$ cat src/rtl/pmp_chk_pkg.sv
package pmp_chk_pkg;

  localparam int CFG_W   = 6;
  localparam int BIT_R   = 0;
  localparam int BIT_W   = 1;
  localparam int BIT_X   = 2;
  localparam int MODE_LO = 3;
  localparam int MODE_HI = 4;
  localparam int BIT_L   = 5;

  typedef logic [2:0] perm_t;

  localparam perm_t P_NONE = 3'b000;
  localparam perm_t P_R    = 3'b001;
  localparam perm_t P_RW   = 3'b011;
  localparam perm_t P_X    = 3'b100;
  localparam perm_t P_RX   = 3'b101;
  localparam perm_t P_RWX  = 3'b111;

  typedef enum logic [1:0] {
    HIT_NONE = 2'd0,
    HIT_FULL = 2'd1,
    HIT_PART = 2'd2
  } hit_kind_e;

  // Lockdown permission table, code = {lock, R, W, X}
  function automatic perm_t lockdown_perm(input logic [3:0] code, input logic m_mode);
    perm_t p;
    p = P_NONE;
    if (m_mode) begin
      unique case (code)
        4'd2, 4'd3, 4'd14: p = P_RW;
        4'd9, 4'd10:       p = P_X;
        4'd11, 4'd13:      p = P_RX;
        4'd12, 4'd15:      p = P_R;
        default:           p = P_NONE;
      endcase
    end else begin
      unique case (code)
        4'd1, 4'd10, 4'd11: p = P_X;
        4'd2, 4'd4, 4'd15:  p = P_R;
        4'd3, 4'd6:         p = P_RW;
        4'd5:               p = P_RX;
        4'd7:               p = P_RWX;
        default:            p = P_NONE;
      endcase
    end
    return p;
  endfunction

endpackage

$ cat src/rtl/pmp_grant_calc.sv
module pmp_grant_calc
  import pmp_chk_pkg::*;
(
  input  logic [CFG_W-1:0] cfg,
  input  logic             m_mode,
  input  logic             lockdown,
  input  logic             deny_default,
  input  perm_t            req,
  output perm_t            hit_grant,
  output perm_t            dflt_mask,
  output logic             dflt_allow
);

  logic [3:0] code;
  perm_t      own_rwx;

  assign own_rwx = perm_t'(cfg[BIT_X:BIT_R]);
  assign code    = {cfg[BIT_L], cfg[BIT_R], cfg[BIT_W], cfg[BIT_X]};

  // Grant of the deciding entry
  always_comb begin
    if (lockdown)                     hit_grant = lockdown_perm(code, m_mode);
    else if (m_mode && !cfg[BIT_L])   hit_grant = P_RWX;
    else                              hit_grant = own_rwx;
  end

  // Fallback rule when no entry touches the access
  always_comb begin
    if (deny_default)  dflt_mask = P_NONE;
    else if (lockdown) dflt_mask = m_mode ? P_RW  : P_NONE;
    else               dflt_mask = m_mode ? P_RWX : P_NONE;
  end

  assign dflt_allow = (dflt_mask != P_NONE) && ((req & ~dflt_mask) == P_NONE);

endmodule

$ cat config.mk
export PLATFORM = sky130hd
export DESIGN_NAME = pmp_grant_calc
export DESIGN_NICKNAME = d
export VERILOG_FILES = /design/src/rtl/pmp_chk_pkg.sv /design/src/rtl/pmp_grant_calc.sv
export SDC_FILE = /design/constraint.sdc
export NUM_CORES = 1
export LEC_CHECK = 0
export BUFFER_PORTS_ARGS = -buffer_cell sky130_fd_sc_hd__buf_2
export CORE_AREA = 2 2 39 41
export DETAILED_ROUTE_END_ITERATION = 10
export DIE_AREA = 0 0 41 43
export GPL_TIMING_DRIVEN = 0
export PLACE_DENSITY_LB_ADDON = 0.1
export SYNTH_ARGS = -nofsm -noshare
export SYNTH_HDL_FRONTEND = slang
export SYNTH_SLANG_ARGS = --single-unit
$ cat constraint.sdc
create_clock -name vclk -period 1.3
set_clock_uncertainty 0.15 [all_clocks]
set_input_delay 0.195 -clock vclk [all_inputs]
set_output_delay 0.195 -clock vclk [all_outputs]
set_load 0.01 [all_outputs]
[Yosys cells after proc, flatten, opt, wreduce, memory -nomap -nowiden]
Memories as Yosys holds them, arrays and structs flattened.
Index checks and enable logic that the tools add are counted.
Storage, ports and cells
  register bits: 0
  bits in latches: 0
  bits in writable memories: 0
  bits in read-only memories: 96
  word-level logic and storage cells: 16
  memories: 2
Memory list
  (no name shown): words 16, width 3, rd ports 1, clocked after memory_dff 0, wr ports 0, RTL line pmp_chk_pkg.sv:31  | unique case (code)
  (no name shown): words 16, width 3, rd ports 1, clocked after memory_dff 0, wr ports 0, RTL line pmp_chk_pkg.sv:39  | unique case (code)
Operators by class
  $add $sub $neg: 0
  multiply operators: 0
  div/mod/pow operators: 0
  $lt $le $gt $ge: 0
  eq/ne operators: 0
  shifts and indexed selects: 0
  multiplexer cells: 7
  bitwise logic cells: 2
  reduce and logical (&&, ||, !) cells: 5
Operator list (count)
  $mux W3: 6
  $and A3 B3 Y3: 1
  $logic_not A3 Y1: 1
  $not A3 Y3: 1
  $reduce_bool A3 Y1: 1
  $logic_and A1 B1 Y1: 2
  $mux W2: 1
  $logic_not A1 Y1: 1

[Longest topological paths before layout]
Gate-level depths: netlist of run 1.
  depth in word-level cells: 7
  mapped depth: 4

[Worst setup path before layout of run 1]
Ideal clock, no wire load.
  kind: input to output
  start point: input port cfg[5]
  end point: output port hit_grant[1]
  data arrival time: 840 ps
  required time: 955 ps
  path slack: 115 ps
  stages on the path: 4
  buffers on the path: 1
  path through: buf_2 -> or2_1 -> a21oi_1 -> a221o_1
On the way
  cells in the longest elaborated chain, start to end: 4
  elaborated cells on any way between the ends: 7
  those cells by class: 3 x mux; 2 x reduce/logical; 2 x memory
RTL lines
  from (decl): RTL line pmp_grant_calc.sv:4  | input logic [CFG_W-1:0] cfg,
  branches (longest 3 deep; another with $mem_v2 Z16 W3)
  $mux W3 (*): RTL line pmp_grant_calc.sv:22  | if (lockdown) hit_grant = lockdown_perm(code, m_mode);
  to (decl): RTL line pmp_grant_calc.sv:9  | output perm_t hit_grant,
Mark *: on every way between the ends.

[Worst setup path in the final report of run 1]
  start point: input port lockdown
  end point: output port hit_grant[0]
On the way
  cells in the longest elaborated chain, start to end: 1
RTL lines
  from (decl): RTL line pmp_grant_calc.sv:6  | input logic lockdown,
  $mux W3: RTL line pmp_grant_calc.sv:22
Every way passes these cells.

==> results of run 1 <==
## cell usage in the layout (no fill, tap or decap)
cell type and instances:
nor2_2 1, buf_12 3, a21o_2 1, a21oi_2 1, and3b_1 1, a21oi_1 1, o211ai_1 1, nor2_1 2
a221o_1 1, nand4b_1 1, buf_2 9, or2b_1 1, buf_6 1, nand3b_1 1, inv_1 3, o211ai_2 1
or2_1 1, o31ai_1 1, nand2b_1 2, o31a_1 1, a32oi_1 1, a31o_1 1, o21ai_1 1, nand2_1 1
buf_4 7, nor2b_4 1, o221ai_2 1
## cells by family (layout without fill, tap and decap cells)
kind of cell           count (synthesis)  in the layout  synth area share
AOI/OAI and AO/OA                     12             12             0.467
and+or+nand+nor                       12             12             0.364
buffers and inverters                  6             23             0.170
## Yosys cell counts (2+ instances only)
master,instances,area share
a21oi_1,2,0.048
nand2b_1,2,0.061
inv_1,3,0.055
nor2_1,3,0.055
## through the flow
| step | cells | instance area, um^2 | setup TNS (ns) | util |
|---|---|---|---|---|
| 2_1_floorplan | 30 | 206 | 0 | - |
| 3_3_place_gp | 59 | 292 | -0.0624 | 0.211 |
| 3_5_place_dp | 59 | 292 | -0.0715 | 0.211 |
| 4_1_cts | 60 | 317 | -0.0535 | 0.229 |
| 5_1_grt | 63 | 389 | -0.0489 | 0.281 |
| 6_report | 63 | 389 | 0 | 0.281 |
## worst max-delay path: cells and delay by family
family | cells | cell delay [ns]
buf+inv | 2 | 0.26
compound gates | 3 | 0.49
## area by class of cell
cell class / instances / area share
buffer: 3 / 0.0900
inverter: 3 / 0.0289
multi-input combinational: 24 / 0.486
tap: 16 / 0.0514
timing repair buffer: 17 / 0.344
## worst max-delay path by stage
stage,from,to,slack (ns)
2_1_floorplan,cfg[5],hit_grant[1],0.11
3_3_place_gp,cfg[1],hit_grant[2],-0.06
3_5_place_dp,cfg[1],hit_grant[2],-0.07
4_1_cts,cfg[1],hit_grant[2],-0.05
5_1_grt,cfg[1],hit_grant[2],-0.02
6_report,lockdown,hit_grant[0],0.02
## power by group through the flow
stage                     clock [mW]  combinational (mW)  sequential, mW
after CTS                          0               0.104               0
after detailed placement           0              0.0957               0
final                              0               0.128               0
after global placement             0              0.0946               0
after floorplan                    0              0.0574               0
after global routing               0               0.139               0
## repair_timing
action                                 4_1_cts  5_1_grt
hold buffers                                 0        0
buffers inserted                             1        3
cloned                                       0        0
endpoints found under the hold margin        0        0
pin swaps                                    3        7
resized for setup                            5       13
setup endpoints to repair                    3        3
## metal layers
layer  GRT usage  up-vias
met3           0        0
li1            -      147
met4           0        0
met1       0.117      119
met2       0.113        4
met5           0        -
==> impl_results.md, run 1 <==
- Status: complete, no violations
- WHS Endpoint: dflt_allow
- Routed Antenna Nets: 0
- Gpl congestion: 0.779
- Syn Area/Cell: 6.88 um^2
- Slew Limit Headroom: 0.875
- Static Leak: 0.190 nW
- Worst path slowest cell: a31o_1
- GR Util All Layers: 0.0729
- Initial antenna violation count: 0
- Area of the multi-input gates: 189 um^2
- Final setup margin: 0.0156 ns
- ANT cells: 0
- Comb power frac: 1.000
- Vias in the first global route: 215
- Final worst path period share: 0.988
- Number of DRC markers in iteration 0: 4
- Die W: 41 um
- Arrival @ worst endpoint: 0.94 ns
- Net Sw Frac: 0.430
- # setup viols final: 0
- # clk buffers: 0
- Area of the mapped netlist: 206 um^2
- Placeable Area: 1380 um^2
- Hold Crit Depth: 3
- Post-DP HPWL: 459 um
- Min cycle time layout: 1.28 ns
- Clock share of power: 0
- Type of destination of the critical path: output pin
- Warnings from Yosys: 0
- Site Rows: 14
- Least-Margin Pin Slew: 0.186 ns
- Power Total: 0.128 mW
- Vias/cell: 4.29
- Max layer used: met3
- DR pass1 iterations: 2
- PortBufs: 13
- Full die area: 1760 um^2
- Met3 WL: 26 um
- Pin count of the biggest net entering global routing: 11
- Hold Startpoint: req[2]
- FFs & Latches: 0
- Initial core utilization: 0.149
- Cell variety after synth: 24
- Fillers: 162
- Area delta synth->final: 88.5%
- Reg power frac: 0
- WHS: 0.497 ns
- Slowest stage delay, CP: 0.21 ns
- # IOs: 19
- Cell Int Power: 0.0727 mW
- Crit Path Category: primary input to output pin
- Final Hold Fails: 0
- RSZ-0062 raised after global routing: yes
- Pre-CTS WS: -0.0715 ns
- Startpoint types: primary input
- CP cell instances: buf_12 -> a31o_1 -> o221ai_2 -> o211ai_1 -> buf_2
- M1 WL: 282 um
- Pwr/cell area: 328 nW/um^2
- Crit-path max FO: 7
- Peak VDD IR: 0.0746 mV
- Switching pwr: 0.0549 mW
- Grt ovf: 0
- Routed WL per cell: 9.83 um
- DRC: 0
- Seq/Total Area, Yosys: 0
- Hold Crit Class: primary input to output pin
- WP data required: 0.95 ns
- Post-Syn Nets: 42
- Fin. max-slew vios: 0
- WL final: 619 um
- Die Height: 43 um
- Ratio of cells with drive above 1 in the final layout: 0.553
- Maximum clock rate: 0.779 GHz
- Via count: 270
- DR WL met2: 311 um
- Synth Instances: 30
- Final net count: 61
- Max Cap Violations: 0
- First-pass GRT wire length: 979 um
- Seq. cell area: 0 um^2
No activity file was read; power rests on OpenSTA's default activity.
==> run 2, diff against run 1 <==
--- a/config.mk
+++ b/config.mk
@@ -11,6 +11,7 @@
 export DIE_AREA = 0 0 41 43
 export GPL_TIMING_DRIVEN = 0
 export PLACE_DENSITY_LB_ADDON = 0.1
+export SETUP_SLACK_MARGIN = 0.1
 export SYNTH_ARGS = -nofsm -noshare
 export SYNTH_HDL_FRONTEND = slang
 export SYNTH_SLANG_ARGS = --single-unit
==> constraint.sdc (replaced) <==
create_clock -name vclk -period 1.3
set_clock_uncertainty 0.15 [all_clocks]
set_input_delay 0.065 -clock vclk [all_inputs]
set_output_delay 0.065 -clock vclk [all_outputs]
set_load 0.01 [all_outputs]
==> run 2 against run 1 <==
Compared with the run above:
- non-clock buffer count fell by 4
- critical path type unchanged
- critical path depth stayed put
- power shrank 25%
- sequential cell count did not move
- first-iteration DRC count decreased by 75%
- setup slack improved by 0.17 ns
- combinational power fell by 25%
- critical endpoint is now hit_grant[2]
- die area did not move
- core utilization is 7.1 points lower
- worst hold slack got worse by 0.26 ns
- largest cell class unchanged
- via count shrank 5.2%
- fmax grew 15%
==> impl_results.md, run 2 (synthesis gave the netlist of run 1 again) <==
- Switching pwr: 0.0493 mW (-10%)
- Vias/cell: 4.34 (+1.2%)
- Post-DP HPWL: 459 um (unchanged)
- Post-route setup TNS: 0 ns (unchanged)
- Final net count: 57 (-6.6%)
- Crit path top cell by count: buf_2
- Final worst path period share: 0.856 (-0.132)
- Area delta synth->final: 41.2%
- Hold Crit Depth: 3 (unchanged)
- # IOs: 19 (unchanged)
- Static Leak: 0.148 nW (-22%)
- Pwr/cell area: 327 nW/um^2 (-0.24%)
- PortBufs: 13 (unchanged)
- Pin count of the biggest net entering global routing: 11 (unchanged)
- Type of destination of the critical path: output pin
- Number of DRC markers in iteration 0: 1 (-3)
- Hold_buf cts: 0 (unchanged)
- Min cycle time layout: 1.11 ns (-0.171 ns)
- # clk buffers: 0 (unchanged)
- Full die area: 1760 um^2 (unchanged)
- Via count: 256 (-5.2%)
- Status: complete, no violations
- Net Sw Frac: 0.518 (+0.0874)
- Worst path slowest cell: o31a_1
- First-pass GRT wire length: 945 um (-3.5%)
- Ratio of cells with drive above 1 in the final layout: 0.442 (-0.111)
- Pre-CTS WS: 0.189 ns (+0.260 ns)
- Most frequent cells in the layout: buf_2 (14), nor2_1 (3), inv_1 (3)
- WL final: 600 um (-3.1%)
- Slew Limit Headroom: 0.876 (+0.00102)
- Delay-heaviest family, CP: compound AO/OA/AOI/OAI gates
- Least-Margin Pin Slew: 0.185 ns (-0.00153 ns)
- Initial core utilization: 0.149 (unchanged)
- DR pass1 iterations: 2 (unchanged)
- Final setup margin: 0.187 ns (+0.171 ns)
- Peak VDD IR: 0.0717 mV (-4.0%)
- ANT cells: 0 (unchanged)
- Clock share of power: 0 (unchanged)
- RSZ-0062 raised after global routing: no
- Gpl congestion: 0.779 (unchanged)
- Grt ovf: 0 (unchanged)
- Die W: 41 um (unchanged)
- Fin. max-slew vios: 0 (unchanged)
- FFs & Latches: 0 (unchanged)
- CP cell instances: buf_2 -> nor2b_2 -> o31a_1 -> o211ai_2 -> buf_2
- WP data required: 1.09 ns (+0.14 ns)
- Vias in the first global route: 208 (-3.3%)
- Seq. cell area: 0 um^2 (unchanged)
- Buf+Inv Stages, Crit Path: 2 (unchanged)
- Reg power frac: 0 (unchanged)
- Startpoint types: primary input
- Slowest stage delay, CP: 0.26 ns (+0.05 ns)
- Placed cells: 59 (unchanged)
- DRC: 0 (unchanged)
- Cell Int Power: 0.0460 mW (-37%)
- Initial antenna violation count: 0 (unchanged)
- Crit-path max FO: 8 (+1)
- Commonest non-fill, non-tap cell in the layout: buf_2
- Finished Layout Cells: 59 (-6.3%)
- Fillers: 165 (+1.9%)
- Comb power frac: 1.000 (about the same)
- Routed WL per cell: 10.2 um (+3.5%)
- Site Rows: 14 (unchanged)
- Die Height: 43 um (unchanged)
- Final Hold Fails: 0 (unchanged)
- Maximum clock rate: 0.898 GHz (+15%)
- Setup Buffers After CTS: 0 (-1)
- Hold Crit Class: primary input to output pin
- Arrival @ worst endpoint: 0.90 ns (-0.04 ns)
- Placeable Area: 1380 um^2 (unchanged)
- Stages on worst setup path: 5 (unchanged)
- GR Util All Layers: 0.0699 (-0.00300)
- # resized after CTS: 0 (-5)
- # setup viols final: 0 (unchanged)
- Max Cap Violations: 0 (unchanged)
- Crit Path Category: primary input to output pin
- Routed Antenna Nets: 0 (unchanged)
run 2: layout make-up:
cell class	instances	area, um^2	share of cell area
multi-input combinational	24	171	0.588
tap	16	20.0	0.0687
inverter	3	11.3	0.0386
timing repair buffer	13	65.1	0.223
buffer	3	23.8	0.0815
run 2: routing by layer:
metal  vias to the layer above  GRT usage  share of wire
li1                        138          -              -
met2                         4      0.109           0.48
met4                         0          0              0
met5                         -          0              0
met1                       114      0.111           0.47
met3                         0          0          0.043
run 2: power groups by stage:
| stage | clock network [mW] | logic, mW | registers [mW] |
|---|---|---|---|
| 2_1_floorplan | 0 | 0.0574 | 0 |
| 3_3_place_gp | 0 | 0.0946 | 0 |
| 3_5_place_dp | 0 | 0.0957 | 0 |
| 4_1_cts | 0 | 0.0960 | 0 |
| 5_1_grt | 0 | 0.105 | 0 |
| 6_report | 0 | 0.0954 | 0 |
run 2: final timing paths:
check,start,to,slack [ns]
max,cfg[1],hit_grant[2],0.19
min,req[2],dflt_allow,0.24
run 2: through the flow:
step	area (um^2)	util	hold slack (ns)	total power [mW]
detailed placement	292	0.211	0.238	0.0957
finish	292	0.211	0.238	0.0954
floorplan	206	-	0.0615	0.0574
CTS	292	0.211	0.239	0.0960
global placement	292	0.211	0.234	0.0946
global route	292	0.211	0.247	0.105
